## config.mk

```make
export PLATFORM = sky130hd
export DESIGN_NAME = stack_ptr_unit
export DESIGN_NICKNAME = d
export VERILOG_FILES = /design/src/rtl/stk_pkg.sv /design/src/rtl/stk_op_select.sv /design/src/rtl/stk_live_counter.sv /design/src/rtl/stk_addr_compose.sv /design/src/rtl/stack_ptr_unit.sv
export SDC_FILE = /design/constraint.sdc
export NUM_CORES = 1
export LEC_CHECK = 0
export BUFFER_PORTS_ARGS = -buffer_cell sky130_fd_sc_hd__buf_2
export CAP_MARGIN = 20
export CORE_ASPECT_RATIO = 1.1
export CORE_MARGIN = 2
export CORE_UTILIZATION = 45
export DETAILED_ROUTE_END_ITERATION = 7
export GPL_ROUTABILITY_DRIVEN = 0
export GPL_TIMING_DRIVEN = 1
export PLACE_DENSITY = 0.9
export SETUP_SLACK_MARGIN = 0.05
export SYNTH_ARGS = -nofsm -noshare
export SYNTH_HDL_FRONTEND = slang
export SYNTH_SLANG_ARGS = --single-unit
```

## constraint.sdc

```tcl
create_clock -name clk -period 1.82 [get_ports clk]
set_input_delay 0 -clock clk [delete_from_list [all_inputs] [get_ports clk]]
set_output_delay 0 -clock clk [all_outputs]
set_load 0.1 [all_outputs]
```

## src/rtl/stk_pkg.sv

```systemverilog
package stk_pkg;

    localparam int unsigned SP_W = 16;

    typedef enum logic [1:0] {
        OP_HOLD   = 2'd0,
        OP_PUSH   = 2'd1,
        OP_POP    = 2'd2,
        OP_RELOAD = 2'd3
    } stk_op_e;

    typedef struct packed {
        logic [SP_W-1:0] addr;
        logic            wr;
    } stk_access_t;

    function automatic int unsigned live_bits(input int unsigned depth);
        return $clog2(depth);
    endfunction

endpackage

```

## src/rtl/stk_op_select.sv

```systemverilog
module stk_op_select
    import stk_pkg::*;
(
    input  logic    push_i,
    input  logic    pop_i,
    input  logic    reload_i,
    output stk_op_e op_o
);
    always_comb begin
        if (reload_i)     op_o = OP_RELOAD;
        else if (push_i)  op_o = OP_PUSH;
        else if (pop_i)   op_o = OP_POP;
        else              op_o = OP_HOLD;
    end
endmodule

```

## src/rtl/stk_live_counter.sv

```systemverilog
module stk_live_counter
    import stk_pkg::*;
#(
    parameter int unsigned LW = 7
) (
    input  logic          clk,
    input  logic          rst,
    input  stk_op_e       op_i,
    output logic [LW-1:0] live_q,
    output logic [LW-1:0] live_inc
);
    localparam logic [LW-1:0] TOP = '1;

    assign live_inc = live_q + LW'(1);

    always_ff @(posedge clk) begin
        if (rst) begin
            live_q <= TOP;
        end else begin
            case (op_i)
                OP_RELOAD: live_q <= TOP;
                OP_PUSH:   live_q <= live_q - LW'(1);
                OP_POP:    live_q <= live_inc;
                default:   live_q <= live_q;
            endcase
        end
    end
endmodule

```

## src/rtl/stk_addr_compose.sv

```systemverilog
module stk_addr_compose
    import stk_pkg::*;
#(
    parameter int unsigned     LW   = 7,
    parameter logic [SP_W-1:0] BASE = 16'h0100
) (
    input  stk_op_e         op_i,
    input  logic [LW-1:0]   live_q,
    input  logic [LW-1:0]   live_inc,
    output logic [SP_W-1:0] sp_o,
    output stk_access_t     acc_o
);
    localparam int unsigned     HI_W    = SP_W - LW;
    localparam logic [SP_W-1:0] HI_BITS = BASE >> LW;

    logic [SP_W-1:0] next_up;

    generate
        if (HI_W > 0) begin : g_forced
            assign sp_o    = {HI_BITS[HI_W-1:0], live_q};
            assign next_up = {HI_BITS[HI_W-1:0], live_inc};
        end else begin : g_full
            assign sp_o    = SP_W'(live_q);
            assign next_up = SP_W'(live_inc);
        end
    endgenerate

    always_comb begin
        acc_o.wr   = (op_i == OP_PUSH);
        acc_o.addr = (op_i == OP_POP) ? next_up : sp_o;
    end
endmodule

```

## src/rtl/stack_ptr_unit.sv

```systemverilog
module stack_ptr_unit
    import stk_pkg::*;
#(
    parameter int unsigned     DEPTH = 128,
    parameter logic [SP_W-1:0] BASE  = 16'h0100
) (
    input  logic            clk,
    input  logic            rst,
    input  logic            push_i,
    input  logic            pop_i,
    input  logic            reload_i,
    output logic [SP_W-1:0] sp_o,
    output logic [SP_W-1:0] acc_addr_o,
    output logic            acc_wr_o
);
    localparam int unsigned LW = live_bits(DEPTH);

    stk_op_e       op;
    logic [LW-1:0] live_q;
    logic [LW-1:0] live_inc;
    stk_access_t   acc;

    stk_op_select u_sel (
        .push_i   (push_i),
        .pop_i    (pop_i),
        .reload_i (reload_i),
        .op_o     (op)
    );

    stk_live_counter #(.LW(LW)) u_cnt (
        .clk      (clk),
        .rst      (rst),
        .op_i     (op),
        .live_q   (live_q),
        .live_inc (live_inc)
    );

    stk_addr_compose #(.LW(LW), .BASE(BASE)) u_cmp (
        .op_i     (op),
        .live_q   (live_q),
        .live_inc (live_inc),
        .sp_o     (sp_o),
        .acc_o    (acc)
    );

    assign acc_addr_o = acc.addr;
    assign acc_wr_o   = acc.wr;
endmodule

```

==> impl_metrics.toml, run 1 <==
[final_layout]
post_route_cells_drive_above_1_share_pct = 38.60
most_flop_heavy_register = "u_cnt.live_q"
register_area_sq_um = 162.7
areaGrowthSynthToFinish_pct = 28.92
largest_register_ff_count = 7
fillerInstances = 135
nets = 123
largestRegisters = "u_cnt.live_q x7"
total_area_of_multi_input_combinational_cells_sq_um = 626.9
diodes = 0

[critical_path]
worst_path_arrival_ns = 1.71
cp-start-kind = "flop"
timing.setup.critical_path_class = "reg2out"
critical_path.max_fanout = 7
cp_data_required_time_ns = 1.82
critical_path.slowest_cell = "sky130_fd_sc_hd__dfxtp_4"
r2r.worst_path.cells = 5
ordered_list_of_cells_on_the_worst_path = "ha_4 -> nand3_1 -> or3_4 -> xnor2_4 -> buf_12"
cp-end-kind = "primary output"
cpPeakStageDelay_ns = 0.39

[clock_network]
post_cts_gate_resize_count = 3
cts_buffers = 3
maximum_clock_insertion_buffer_count = 2
clock_latency_ns = 0.26
hold_buffers = 0
cts.repair_timing.setup_buffer_count = 0
cts.clk_slew.worst_paths_ns = 0.06
tritoncts = "yes"
htreeDepth = 1
cts-root-buf = "sky130_fd_sc_hd__clkbuf_4"
number_of_sinks_driven_by_the_clock_tree = 7

[global_route]
globalRouteTotalUtil_pct = 15.93
number_of_global_route_vias_before_repair = 552
grt_max_degree = 14
grt-busiest-layer = "met2"
use_met2_pct = 26.57
gr_met1_demand_resource_pct = 18.31
grt_overflow_total = 0
grt_pass1_wl_mm = 2.346
grtUsageMet3_pct = 3.462
antenna_found_initial = 0

[logic_synthesis]
synthesis.area_per_instance_sq_um = 7.894
synth-seq-cells = 7
synthDominantCellAreaShare_pct = 18.63
async_flop_share_pct = 0
count_of_synthesis_stage_warnings_from_yosys = 0
netlist_instances = 97
synth_edf_count = 0
synth_sequential_area_ratio_pct = 18.30
yosys.area.top_type = "sky130_fd_sc_hd__buf_4"
post_synth_most_frequent_cells = "sky130_fd_sc_hd__buf_4, sky130_fd_sc_hd__nand2_1, sky130_fd_sc_hd__dfxtp_1"
post_synth_main_area_contributors = "sky130_fd_sc_hd__buf_4, sky130_fd_sc_hd__dfxtp_1, sky130_fd_sc_hd__xnor2_1, sky130_fd_sc_hd__ha_1, sky130_fd_sc_hd__nand2_1"
netlist_area_sq_um = 765.7
yosys_most_used_dff = "sky130_fd_sc_hd__dfxtp_1"
most_numerous_cell_in_the_yosys_netlist = "sky130_fd_sc_hd__buf_4"
count_of_different_cell_masters_after_synthesis = 38

[sta]
finClkSkew_ns = 0.01132
fin_setup_tns_ns = 0
finalMaxSlewViolations = 0
final-setup-viol-count = 0
hold-worst-slack_ns = 0.02944
period_minus_slack_ns = 1.713
timing_hold_violations_final = 0
share_of_the_clock_period_used_by_the_worst_path_after_layout_pct = 94.11
grt_setup_unrepaired = "yes"
max_clock_freq_mhz = 583.8

[run]
max_cap_viols = 0

[pwr]
power.static_leakage_nw = 0.4265
worst_ir_drop_vdd_mv = 0.3912
power.density_nw_per_um2 = 816.0

[route]
remaining_drc_errors = 0
vias = 720
routed_wire_length_per_instance_microns = 12.58
dr.first_iter.drc_count = 14
firstDrtPassIters = 4
routed_via_density = 5.496
wire_length_reported_by_the_detailed_router_mm = 1.648
drtAntennaViolNets = 0

[run_status]
status = "finished clean"

[min_path]
path_category_of_the_worst_min_delay_check = "in2reg"
instance_count_along_the_most_critical_hold_path = 3

[place]
placement.io_buffers = 19
dpl.hpwl_mm = 1.255

[floorplan]
area_of_the_core_sq_um = 1577
dieHeight_microns = 47.27
io_pins = 38
num_rows = 15
start_util_pct = 48.57
floorplan.die.width_microns = 43.33
design.die.area_sq_um = 2048
## worst max-delay path, delay by kind of cell, from the launching register on
kind | cells | cell delay (ns)
and+or+nand+nor | 2 | 0.50
DFF | 1 | 0.39
buffers and inverters | 1 | 0.19
xor gates and xnor gates | 1 | 0.19
adders and majority gates | 1 | 0.16
## logic make-up (layout without fill, tap and decap cells)
group | count (synthesis) | count (layout) | synth area share [%]
compound gates | 13 | 13 | 13.24
xor+xnor | 6 | 6 | 6.863
fa+ha+maj | 3 | 3 | 4.902
buf+inv | 27 | 28 | 23.04
flops | 7 | 7 | 18.30
mux | 3 | 3 | 3.922
other cells | 2 | 18 | 0.9808
simple gates | 36 | 36 | 28.76
## power by group
part | internal [mW] | switching (mW) | total (mW)
clock | 0.0843 | 0.0663 | 0.151
sequential | 0.157 | 0.0216 | 0.178
combinational | 0.0895 | 0.387 | 0.477
## final cells by class
cell class / instances / share of cell area (%)
Timing Repair Buffer: 20 / 13.69
Sequential cell: 7 / 16.48
Inverter: 4 / 1.521
Clock buffer: 4 / 2.662
Tap cell: 17 / 2.155
Multi-Input combinational cell: 79 / 63.50
## routing by layer
| layer | wire [microns] | part of all wire [%] | up-vias |
|---|---|---|---|
| met3 | 137 | 8.3 | 7 |
| met2 | 781 | 47 | 40 |
| li1 | - | - | 342 |
| met4 | 51 | 3.1 | 0 |
| met5 | 0 | 0 | - |
| met1 | 678 | 41 | 331 |
## cell usage in the layout, fill, tap and decap left out, drive strengths merged, types with 3 or more instances in the layout
master  count
and2        3
buf        19
clkbuf      5
conb       18
dfxtp       7
ha          3
inv         4
mux2i       3
nand2       9
nor2        4
nor3        3
xnor2       5
## path summary, 6_finish.rpt
kind	startpoint	to	slack (ns)
hold / removal	rst	u_cnt.live_q[6]	0.03
setup reg to reg	u_cnt.live_q[0]	u_cnt.live_q[6]	0.32
setup / recovery	u_cnt.live_q[0]	acc_addr_o[4]	0.11
hold reg to reg	u_cnt.live_q[0]	u_cnt.live_q[0]	0.56
## per-stage QoR
stage	setup WS (ns)	utilization (%)	cell area (sq um)	cells	power [mW]
after CTS	0.07866	62.46	984.7	131	0.8070
after global routing	0.03287	62.62	987.2	131	0.8374
after detailed placement	0.2456	59.68	940.9	127	0.6510
final	0.1072	62.62	987.2	131	0.8055
after floorplan	-0.1511	-	970.9	113	0.6316
after global placement	0.3155	59.68	940.9	127	0.6470
No activity file was read; power rests on OpenSTA's default activity.
==> run 2, diff against run 1 <==
--- a/config.mk
+++ b/config.mk
@@ -8,12 +8,11 @@
 export BUFFER_PORTS_ARGS = -buffer_cell sky130_fd_sc_hd__buf_2
 export CAP_MARGIN = 20
 export CORE_ASPECT_RATIO = 1.1
-export CORE_MARGIN = 2
 export CORE_UTILIZATION = 45
 export DETAILED_ROUTE_END_ITERATION = 7
 export GPL_ROUTABILITY_DRIVEN = 0
 export GPL_TIMING_DRIVEN = 1
-export PLACE_DENSITY = 0.9
+export PLACE_DENSITY_LB_ADDON = 0.3
 export SETUP_SLACK_MARGIN = 0.05
 export SYNTH_ARGS = -nofsm -noshare
 export SYNTH_HDL_FRONTEND = slang
==> run 2 against run 1 <==
Worst hold slack got worse by 0.0075 ns; non-clock buffer count is 1 lower; global-route usage grew 4.0 points; die area down 8.7%; clock-buffer cell count unchanged; final cell count shrank 0.76%; combinational power increased by 1%; sequential cell count is the same; clock skew fell by 0.0085 ns; routed wire length grew 0.97%; highest routed layer unchanged.
==> impl_metrics.toml, run 2 (same netlist as run 1, synthesis figures left out) <==
[pwr]
seqPwrFrac_pct = 21.9
worst_ir_drop_vdd_mv = 0.4552
power.switching_fraction_pct = 58.81
power.static_leakage_nw = 0.4264
power_frac_clock_pct = 18.6
power.density_nw_per_um2 = 825.3
p_int_mw = 0.3347
power_switching_mw = 0.4779
combinationalPowerShare_pct = 59.4

[final_layout]
diodes = 0
nets = 122
largest_register_ff_count = 7
areaGrowthSynthToFinish_pct = 28.59
most_common_cell_after_layout_fill_and_taps_aside = "sky130_fd_sc_hd__conb_1"
mostFrequentLayoutCells = "sky130_fd_sc_hd__conb_1, sky130_fd_sc_hd__buf_2, sky130_fd_sc_hd__nand2_1"
largestRegisters = "u_cnt.live_q x7"
most_flop_heavy_register = "u_cnt.live_q"
post_route_cells_drive_above_1_share_pct = 38.05

[run]
max_cap_viols = 0

[sta]
layout_setup_ws_ns = 0.05116
final-setup-viol-count = 0
finalMaxSlewViolations = 0
finClkSkew_ns = 0.002795
period_minus_slack_ns = 1.769
hold-worst-slack_ns = 0.02198
max_clock_freq_mhz = 565.3
timing_hold_violations_final = 0
share_of_the_clock_period_used_by_the_worst_path_after_layout_pct = 97.19
fin_setup_tns_ns = 0
grt_setup_unrepaired = "yes"

[clock_network]
cts.clk_slew.worst_paths_ns = 0.06
tritoncts = "yes"
number_of_sinks_driven_by_the_clock_tree = 7
cts.repair_timing.setup_buffer_count = 0
cts_buffers = 3
maximum_clock_insertion_buffer_count = 2
clock_latency_ns = 0.26
cts-root-buf = "sky130_fd_sc_hd__clkbuf_4"
htreeDepth = 1

[floorplan]
area_of_the_core_sq_um = 1577
io_pins = 38
floorplan.die.width_microns = 41.33
start_util_pct = 48.57
dieHeight_microns = 45.27
num_rows = 15
design.die.area_sq_um = 1871

[place]
dpl.hpwl_mm = 1.245
placement.io_buffers = 19
placement.setup.worst_slack_ns = 0.2863

[route]
wire_length_reported_by_the_detailed_router_mm = 1.664
dr.first_iter.drc_count = 25
vias = 733
routed_via_density = 5.638
remaining_drc_errors = 0
routed_wire_length_per_instance_microns = 12.80
firstDrtPassIters = 4
drtAntennaViolNets = 0

[critical_path]
cp_data_required_time_ns = 1.82
critical_path.max_fanout = 7
timing.setup.critical_path_class = "reg2out"
cp-end-kind = "primary output"
worst_path_arrival_ns = 1.77
cp-start-kind = "flop"
reg2reg_slack_ns = 0.36

[global_route]
grt_max_degree = 14
number_of_global_route_vias_before_repair = 536
grt_pass1_wl_mm = 2.484
globalRouteTotalUtil_pct = 19.90
grt_overflow_total = 0
antenna_found_initial = 0

[min_path]
path_category_of_the_worst_min_delay_check = "in2reg"

[run_status]
status = "finished clean"
==> run 2: cell types whose count changed in the layout (fill, tap and decap cells not counted), sizes merged <==
cell | previous run | this run
buf | 19 | 18
==> run 2: final timing paths <==
path	from	to	cells after the start
setup / recovery	u_cnt.live_q[0]	acc_addr_o[4]	5
hold / removal	rst	u_cnt.live_q[6]	3
setup reg to reg	u_cnt.live_q[0]	u_cnt.live_q[6]	5
hold reg to reg	u_cnt.live_q[0]	u_cnt.live_q[0]	1
==> run 2: per-layer routing <==
metal  global-route usage (%)  share of wire, %  vias to the layer above
li1                         -                 -                      341
met1                    24.01                40                      345
met2                    34.06                50                       43
met3                    2.956               7.5                        4
met4                    7.742               1.9                        0
met5                        0                 0                        -
==> run 2: cell type report <==
type | instances | area [sq um]
sequential | 7 | 162.7
multi-input combinational | 79 | 616.8
timing repair buffer | 19 | 142.6
clock buffer | 4 | 26.28
tap | 17 | 21.27
fill | 143 | 591.8
inverter | 4 | 15.01
==> run 2: critical path, stage by stage (launching register included) <==
cell and delay [ns]:
sky130_fd_sc_hd__dfxtp_4 0.37, sky130_fd_sc_hd__ha_2 0.23, sky130_fd_sc_hd__nand3_1 0.14, sky130_fd_sc_hd__or3_4 0.39
sky130_fd_sc_hd__xnor2_4 0.19, sky130_fd_sc_hd__buf_12 0.19
==> run 2: power by group through the flow <==
stage | sequential, mW | clock, mW | combinational, mW
after floorplan | 0.224 | 0 | 0.408
after global placement | 0.180 | 0 | 0.475
after detailed placement | 0.181 | 0 | 0.478
after CTS | 0.177 | 0.147 | 0.481
after global routing | 0.180 | 0.162 | 0.500
final | 0.178 | 0.151 | 0.483
==> run 2: timing repair <==
action,CTS,global route
hold buffers,0,0
pin swaps,0,0
endpoints found under the setup margin,1,2
resized for setup,1,2
==> run 2: metrics by stage <==
step | std cells | instance area, sq um | power, mW | util (%)
final | 130 | 984.7 | 0.8126 | 62.46
after global routing | 130 | 984.7 | 0.8413 | 62.46
after CTS | 130 | 979.7 | 0.8048 | 62.14
after detailed placement | 126 | 948.4 | 0.6593 | 60.16
after global placement | 126 | 948.4 | 0.6551 | 60.16
after floorplan | 113 | 970.9 | 0.6316 | -
==> run 3, diff against run 2 <==
--- a/config.mk
+++ b/config.mk
@@ -8,10 +8,11 @@
 export BUFFER_PORTS_ARGS = -buffer_cell sky130_fd_sc_hd__buf_2
 export CAP_MARGIN = 20
 export CORE_ASPECT_RATIO = 1.1
-export CORE_UTILIZATION = 45
+export CORE_UTILIZATION = 40
 export DETAILED_ROUTE_END_ITERATION = 7
 export GPL_ROUTABILITY_DRIVEN = 0
 export GPL_TIMING_DRIVEN = 1
+export HOLD_SLACK_MARGIN = 0.1
 export PLACE_DENSITY_LB_ADDON = 0.3
 export SETUP_SLACK_MARGIN = 0.05
 export SYNTH_ARGS = -nofsm -noshare
==> constraint.sdc (replaced) <==
create_clock -name clk -period 1.6 [get_ports clk]
set_input_delay 0 -clock clk [delete_from_list [all_inputs] [get_ports clk]]
set_output_delay 0 -clock clk [all_outputs]
set_load 0.1 [all_outputs]
==> run 3 against run 2 <==
The run now ends with DRC left; core utilization increased by 4.0 points; critical path depth unchanged; largest power group unchanged; die area increased by 12%; highest routed layer unchanged; largest cell class unchanged; non-clock buffer count increased by 13.
==> impl_metrics.toml, run 3 (same netlist as run 1, synthesis figures left out) <==
[run_status]
status = "finished, violations left"
violations_in_the_final_reports = "DRC"

[route]
remaining_drc_errors = 5
firstDrtPassIters = 6
wire_length_reported_by_the_detailed_router_mm = 1.907
routed_via_density = 5.264
drtAntennaViolNets = 0
routed_wire_length_per_instance_microns = 13.24
dr.first_iter.drc_count = 30
vias = 758

[min_path]
path_category_of_the_worst_min_delay_check = "in2reg"
min_delay_worst_endpoint = "u_cnt.live_q[6]"
instance_count_along_the_most_critical_hold_path = 3
min_from = "reload_i"

[global_route]
grt_pass1_wl_mm = 2.725
globalRouteTotalUtil_pct = 18.41
grt_overflow_total = 0
number_of_global_route_vias_before_repair = 590
grt_max_degree = 14
antenna_found_initial = 0

[critical_path]
worst_path_arrival_ns = 1.58
timing.setup.critical_path_class = "reg2out"
r2r.worst_path.cells = 6
reg2reg_slack_ns = 0.09
cp_data_required_time_ns = 1.60
worst_r2r_startpoint = "u_cnt.live_q[0]"
path_buf_inv = 1
ordered_list_of_cells_on_the_worst_path = "ha_4 -> nand3_4 -> or3_4 -> xnor2_4 -> buf_12"
cp-end-kind = "primary output"
critical_path.max_fanout = 4
regToRegEndpoint = "u_cnt.live_q[4]"
critical_path.slowest_cell = "sky130_fd_sc_hd__dfxtp_4"
cp_top_family = "simple AND/OR/NAND/NOR gates"
cp-start-kind = "flop"
worst_setup_startpoint = "u_cnt.live_q[0]"
cpPeakStageDelay_ns = 0.38
worst-path-stages = 5

[place]
placedCellCount = 128
placement.io_buffers = 19
placement.setup.worst_slack_ns = 0.1734
dpl-instance-area_sq_um = 1027
dpl.hpwl_mm = 1.243

[clock_network]
tritoncts = "yes"
cts.clk_slew.worst_paths_ns = 0.06
maximum_clock_insertion_buffer_count = 2
number_of_sinks_driven_by_the_clock_tree = 7
htreeDepth = 1
clock_latency_ns = 0.27
cts-root-buf = "sky130_fd_sc_hd__clkbuf_4"
cts_buffers = 3

[floorplan]
area_of_the_core_sq_um = 1782
io_pins = 38
design.die.area_sq_um = 2094
start_util_pct = 42.98
floorplan.die.width_microns = 43.72
num_rows = 16
dieHeight_microns = 47.89

[sta]
period_minus_slack_ns = 1.576
grt_setup_unrepaired = "yes"
fin_setup_tns_ns = 0
timing_hold_violations_final = 0
finClkSkew_ns = 0.002350
finalMaxSlewViolations = 0
final-setup-viol-count = 0
share_of_the_clock_period_used_by_the_worst_path_after_layout_pct = 98.50
max_clock_freq_mhz = 634.5
layout_setup_ws_ns = 0.02405

[pwr]
power_mw = 1.011
power.density_nw_per_um2 = 853.6
power.static_leakage_nw = 0.5175
worst_ir_drop_vdd_mv = 0.5283

[final_layout]
mostFrequentLayoutCells = "sky130_fd_sc_hd__conb_1, sky130_fd_sc_hd__buf_2, sky130_fd_sc_hd__buf_4"
diodes = 0
areaGrowthSynthToFinish_pct = 54.74
post_route_cells_drive_above_1_share_pct = 47.62
finish.cell_count_without_fillers = 144
most_flop_heavy_register = "u_cnt.live_q"
fillerInstances = 141
largest_register_ff_count = 7
nets = 135
most_common_cell_after_layout_fill_and_taps_aside = "sky130_fd_sc_hd__conb_1"
stdcell_area_sq_um = 1185
largestRegisters = "u_cnt.live_q x7"

[run]
max_cap_viols = 0
## run 3: cell count changes in the layout (fill, tap and decap cells not counted), sizes merged
cell,change
dlygate4sd3,+2
clkbuf,-1
buf,+12
## run 3: worst register-to-register path: cells and delay by family (launching register included)
kind / cells / cell delay (ns)
buf+inv: 2 / 0.27
fa+ha+maj: 1 / 0.17
flops: 1 / 0.36
compound gates: 1 / 0.35
simple gates: 1 / 0.07
mux: 1 / 0.21
## run 3: worst max-delay path by stage
stage          slack (ns)              end
4_1_cts             -0.01    acc_addr_o[4]
3_5_place_dp         0.17  u_cnt.live_q[6]
2_1_floorplan       -0.24    acc_addr_o[4]
6_report             0.02    acc_addr_o[4]
3_3_place_gp         0.19    acc_addr_o[4]
5_1_grt            -0.005    acc_addr_o[4]
## run 3: metal layers
metal | part of all wire [%] | wire [microns] | GRT usage, % | vias up
li1 | - | - | - | 362
met1 | 42 | 797 | 23.20 | 335
met2 | 46 | 877 | 29.55 | 54
met3 | 9.2 | 175 | 2.264 | 7
met4 | 3.0 | 57 | 13.13 | 0
met5 | 0 | 0 | 0 | -
## run 3: timing repair
action	4_1_cts	5_1_grt
buffers inserted	6	4
gates resized for setup	3	3
pin swaps	6	5
hold buffers	2	0
setup endpoints to repair	2	5
hold endpoints to repair	6	0
## run 3: layout make-up
| cell class | count | area, sq um | area share [%] |
|---|---|---|---|
| Sequential cell | 7 | 163.9 | 13.83 |
| Timing Repair Buffer | 32 | 302.8 | 25.55 |
| Inverter | 4 | 15.01 | 1.267 |
| Multi-Input combinational cell | 79 | 654.4 | 55.23 |
| Clock buffer | 4 | 26.28 | 2.218 |
| Tap cell | 18 | 22.52 | 1.901 |
## run 3: per-stage QoR
stage	utilization (%)	hold WS, ns
finish	66.50	0.1089
global route	66.50	0.1381
CTS	63.34	0.1024
detailed placement	57.65	0.2901
global placement	57.65	0.2921
floorplan	-	0.1213
## run 3: report_power, final
group | internal, mW | switching, mW | total (mW)
registers | 0.178 | 0.0200 | 0.198
clock network | 0.0964 | 0.0836 | 0.180
logic | 0.166 | 0.467 | 0.633
